<file path="config.mk">
export PLATFORM = sky130hd
export DESIGN_NAME = intmask_gate
export DESIGN_NICKNAME = d
export VERILOG_FILES = /design/src/rtl/gim_pkg.sv /design/src/rtl/gim_mask_reg.sv /design/src/rtl/gim_grp_reduce.sv /design/src/rtl/gim_gate_reg.sv /design/src/rtl/intmask_gate.sv
export SDC_FILE = /design/constraint.sdc
export NUM_CORES = 1
export LEC_CHECK = 0
export ABC_AREA = 1
export BUFFER_PORTS_ARGS = -buffer_cell sky130_fd_sc_hd__buf_2
export CELL_PAD_IN_SITES_DETAIL_PLACEMENT = 2
export CELL_PAD_IN_SITES_GLOBAL_PLACEMENT = 2
export CORE_MARGIN = 1
export CORE_UTILIZATION = 16
export CTS_CLUSTER_SIZE = 8
export DETAILED_ROUTE_END_ITERATION = 8
export PLACE_DENSITY = 0.85
export SYNTH_ARGS = -nofsm -noshare
export SYNTH_HDL_FRONTEND = slang
export SYNTH_SLANG_ARGS = --single-unit
</file>
<file path="constraint.sdc">
create_clock -name clk -period 0.8 [get_ports clk]
set_input_delay 0.16 -clock clk [delete_from_list [all_inputs] [get_ports clk]]
set_output_delay 0.16 -clock clk [all_outputs]
set_load 0.02 [all_outputs]
</file>
<file path="src/rtl/gim_pkg.sv">
package gim_pkg;

    localparam int REG_W      = 8;
    localparam int MOD_GROUPS = 6;
    localparam int NUM_GRPS   = MOD_GROUPS + 1;
    localparam int RSVD_POS   = 6;
    localparam int SYS_POS    = 7;

    // Layout of the mask register; field order follows the bit positions.
    typedef struct packed {
        logic                  sys_en;
        logic                  rsvd;
        logic [MOD_GROUPS-1:0] mod_en;
    } mask_t;

    typedef logic [NUM_GRPS-1:0] grp_vec_t;

    localparam logic [REG_W-1:0] WRITABLE = ~(REG_W'(1) << RSVD_POS);

    // Drop the reserved bit so it can never be stored.
    function automatic mask_t sanitize(input logic [REG_W-1:0] d);
        return mask_t'(d & WRITABLE);
    endfunction

endpackage

</file>
<file path="src/rtl/gim_mask_reg.sv">
module gim_mask_reg
    import gim_pkg::*;
(
    input  logic             clk,
    input  logic             rst,
    input  logic             sel,
    input  logic             wr,
    input  logic [REG_W-1:0] wdata,
    output logic [REG_W-1:0] rdata,
    output mask_t            mask_q
);

    logic wr_hit;

    assign wr_hit = sel && wr;

    always_ff @(posedge clk) begin
        if (rst) begin
            mask_q <= '0;
        end else if (wr_hit) begin
            mask_q <= sanitize(wdata);
        end
    end

    // Read returns the current stored value, so a same-cycle write is not seen.
    always_comb begin
        rdata = '0;
        if (sel) begin
            rdata = REG_W'(mask_q);
        end
    end

endmodule

</file>
<file path="src/rtl/gim_grp_reduce.sv">
module gim_grp_reduce #(
    parameter int GRPS  = 6,
    parameter int WIDTH = 4
) (
    input  logic [GRPS*WIDTH-1:0] flags,
    output logic [GRPS-1:0]       any
);

    for (genvar g = 0; g < GRPS; g++) begin : g_grp
        assign any[g] = |flags[g*WIDTH +: WIDTH];
    end

endmodule

</file>
<file path="src/rtl/gim_gate_reg.sv">
module gim_gate_reg
    import gim_pkg::*;
(
    input  logic                  clk,
    input  logic                  rst,
    input  logic [MOD_GROUPS-1:0] mod_en,
    input  logic                  sys_en,
    input  logic [MOD_GROUPS-1:0] mod_any,
    input  logic                  sys_any,
    output grp_vec_t              pending,
    output logic                  irq
);

    grp_vec_t gated;

    always_comb begin
        gated = {sys_en & sys_any, mod_en & mod_any};
    end

    always_ff @(posedge clk) begin
        if (rst) begin
            pending <= '0;
            irq     <= 1'b0;
        end else begin
            pending <= gated;
            irq     <= |gated;
        end
    end

endmodule

</file>
<file path="src/rtl/intmask_gate.sv">
module intmask_gate
    import gim_pkg::*;
#(
    parameter int MOD_SRC_W = 4,
    parameter int SYS_SRC_W = 4
) (
    input  logic                            clk,
    input  logic                            rst,
    input  logic                            reg_sel,
    input  logic                            reg_wr,
    input  logic [REG_W-1:0]                reg_wdata,
    output logic [REG_W-1:0]                reg_rdata,
    input  logic [MOD_GROUPS*MOD_SRC_W-1:0] mod_src_flags,
    input  logic [SYS_SRC_W-1:0]            sys_src_flags,
    output logic [NUM_GRPS-1:0]             grp_pending,
    output logic                            irq_out
);

    mask_t                 mask_q;
    logic [MOD_GROUPS-1:0] mod_any;
    logic [0:0]            sys_any;

    gim_mask_reg u_reg (
        .clk    (clk),
        .rst    (rst),
        .sel    (reg_sel),
        .wr     (reg_wr),
        .wdata  (reg_wdata),
        .rdata  (reg_rdata),
        .mask_q (mask_q)
    );

    gim_grp_reduce #(.GRPS(MOD_GROUPS), .WIDTH(MOD_SRC_W)) u_mod_red (
        .flags (mod_src_flags),
        .any   (mod_any)
    );

    gim_grp_reduce #(.GRPS(1), .WIDTH(SYS_SRC_W)) u_sys_red (
        .flags (sys_src_flags),
        .any   (sys_any)
    );

    gim_gate_reg u_gate (
        .clk     (clk),
        .rst     (rst),
        .mod_en  (mask_q.mod_en),
        .sys_en  (mask_q.sys_en),
        .mod_any (mod_any),
        .sys_any (sys_any[0]),
        .pending (grp_pending),
        .irq     (irq_out)
    );

endmodule

</file>
==> run metrics <==
Area Growth Syn to Fin=89.9%; sequential share of the synthesized area=0.458; worst stage delay on the critical path=0.34 ns; Finished Layout Cells=206; vias in the first global route=971; Hold Buf Count CTS=0; Yosys warning total=0; highest-count cells in the layout ignoring fill and taps=buf_2, nor2_1, nand2_1, buf_6, dfxtp_2; Startpoint Class=flip-flop; placed cells=196; fin crit period=0.960 ns; Die H=66.0 um; drt first pass iters=2; Critical Path, Cell by Cell=nand2_2 > inv_2 > buf_6; met3 usage=0.0500; Max FO, Critical Path=2; max cap viols=0; Synth Net Count=137; top cell type's share of synthesized area=0.458; Crit. End Element=output pin; core footprint=3800 um2; Final nets=199; Residual DRC=0; Fin Setup TNS=-1.42 ns; synthesized netlist cell count=97; hpwl dp=2.00 mm; CTS tree=done; clk sinks=15; Clock power frac=0.330; first-pass GRT wire length=4.02 mm; Cell Pwr Density=1440 nW/um2; Pint=0.00133 W; Routed WL=2.45 mm; met1 GRT Util=0.114; initial DRC count=12; # diodes=0; final hold violations=0; GPL Wtd Cong=0.756; drt via density=4.04; Cell Rows=22; skew final=0.00240 ns; Crit path required time=0.64 ns; worst hold slack=0.168 ns; TritonCTS Buffers=3; switching power=0.000461 W; failing checks=setup timing; logic gate share of total power=0.220; RSZ-0062 raised after global routing=yes; Post-Syn Area=656 um2; sw frac=0.257; WL/cell=11.9 um; Hold WC Path Type=input port to flip-flop; Starting Density=0.173; Setup WS post-layout=-0.160 ns; Port Buf Inserts=53; crit path DAT=0.80 ns; area leader, netlist=dfxtp_1; commonest non-fill, non-tap cell in the layout=buf_2; Max rail drop VDD=707 uV; FF+latch count, synth=15; final core occ=0.328; Sequential Power Share=0.450; Distinct cells, synth=12; mean area per synthesized cell=6.76 um2; DIE AREA=4360 um2; setup violators final=16; Max clock buf depth=2; Setup WS pre-CTS=-0.112 ns; pin count of the biggest net entering global routing=16; Top Usage Layer GRT=met2; Slowest-stage cell, CP=dfxtp_2; period utilisation layout=1.20; top cells by area, synth=dfxtp_1, nand2_1, nor2_1, a21oi_1, inv_1; global route total overflow=0; Horiz. Die Dim=66.0 um; fmax=1040 MHz; Detail Route Antenna Nets=0; total global-route track usage=0.124; clk root buf=clkbuf_8; status=finished, violations left; layout cells sized above 1=0.665; H-tree Lvls=1; Leak=0.620 nW; clock latency on the worst-skew pair=0.24 ns; routed via count=833; CP Class=flip-flop to output pin; initial antenna violation count=0; met2 Use GR=0.249; I/O pin total=56; Worst-path clk slew=0.06 ns; Max Slew Vio Count=0
-- flip-flops by register name, summed over array words and instances, names as in the netlist --
| signal | cells |
|---|---|
| u_gate.irq | 1 |
| u_reg.mask_q | 7 |
| u_gate.pending | 7 |
-- path summary, 6_finish.rpt --
path,startpoint,to,slack (ns),cells after the start
worst min-delay path,reg_wdata[4],u_reg.mask_q[4],0.17,3
worst min register to register,u_reg.mask_q[7],u_reg.mask_q[7],0.53,2
worst max-delay path,u_reg.mask_q[7],reg_rdata[7],-0.16,3
worst max register to register,u_reg.mask_q[1],u_gate.irq,-0.08,5
-- what timing repair did --
action,CTS,global route
setup buffers,6,0
pin swaps,4,3
endpoints found under the setup margin,16,17
resized for setup,54,22
-- layer usage --
layer	vias up	share of wire
li1	411	-
met1	395	0.35
met2	27	0.58
met3	0	0.069
met4	0	0
met5	-	0
-- logic make-up (layout without fill, tap and decap cells) --
kind of cell	count (synthesis)	after routing	share of synthesized area
AND/OR/NAND/NOR	59	59	0.363
flip-flops	15	15	0.458
buffers and inverters	13	74	0.101
AO/OA/AOI/OAI	9	9	0.0725
other	1	1	0.00572
-- synthesized netlist by cell type --
cell	n
conb_1	1
nand2_8	1
nor2_1	24
buf_6	1
buf_4	1
clkinv_4	1
dfxtp_1	15
nand2_1	34
a21oi_1	8
a211oi_1	1
buf_2	1
inv_1	9
-- worst max-delay path: cells and delay by family, from the launching register on --
family                 cells  cell delay [ns]
AND/OR/NAND/NOR            1             0.05
flip-flops                 1             0.34
buffers and inverters      2             0.17
-- per-stage QoR --
| step | total power [W] | cell area (um2) |
|---|---|---|
| 3_5_place_dp | 0.00111 | 965 |
| 4_1_cts | 0.00177 | 1190 |
| 3_3_place_gp | 0.00109 | 965 |
| 2_1_floorplan | 0.000958 | 656 |
| 5_1_grt | 0.00191 | 1240 |
| 6_report | 0.00179 | 1240 |
-- power groups by stage --
stage / Clock (W) / Sequential, W / Combinational, W
4_1_cts: 0.000604 / 0.000804 / 0.000365
3_5_place_dp: 0 / 0.000814 / 0.000298
5_1_grt: 0.000670 / 0.000809 / 0.000434
2_1_floorplan: 0 / 0.000831 / 0.000128
6_report: 0.000592 / 0.000806 / 0.000395
3_3_place_gp: 0 / 0.000811 / 0.000278
-- cell type report --
class	instances	area, um2
fillers	462	2550
repair buffers	60	412
multi-input cells	69	367
flip-flops and latches	15	319
well taps	48	60.1
clock buffers	4	45.0
inverters	10	42.5
Power figures use the tool's default switching activity.
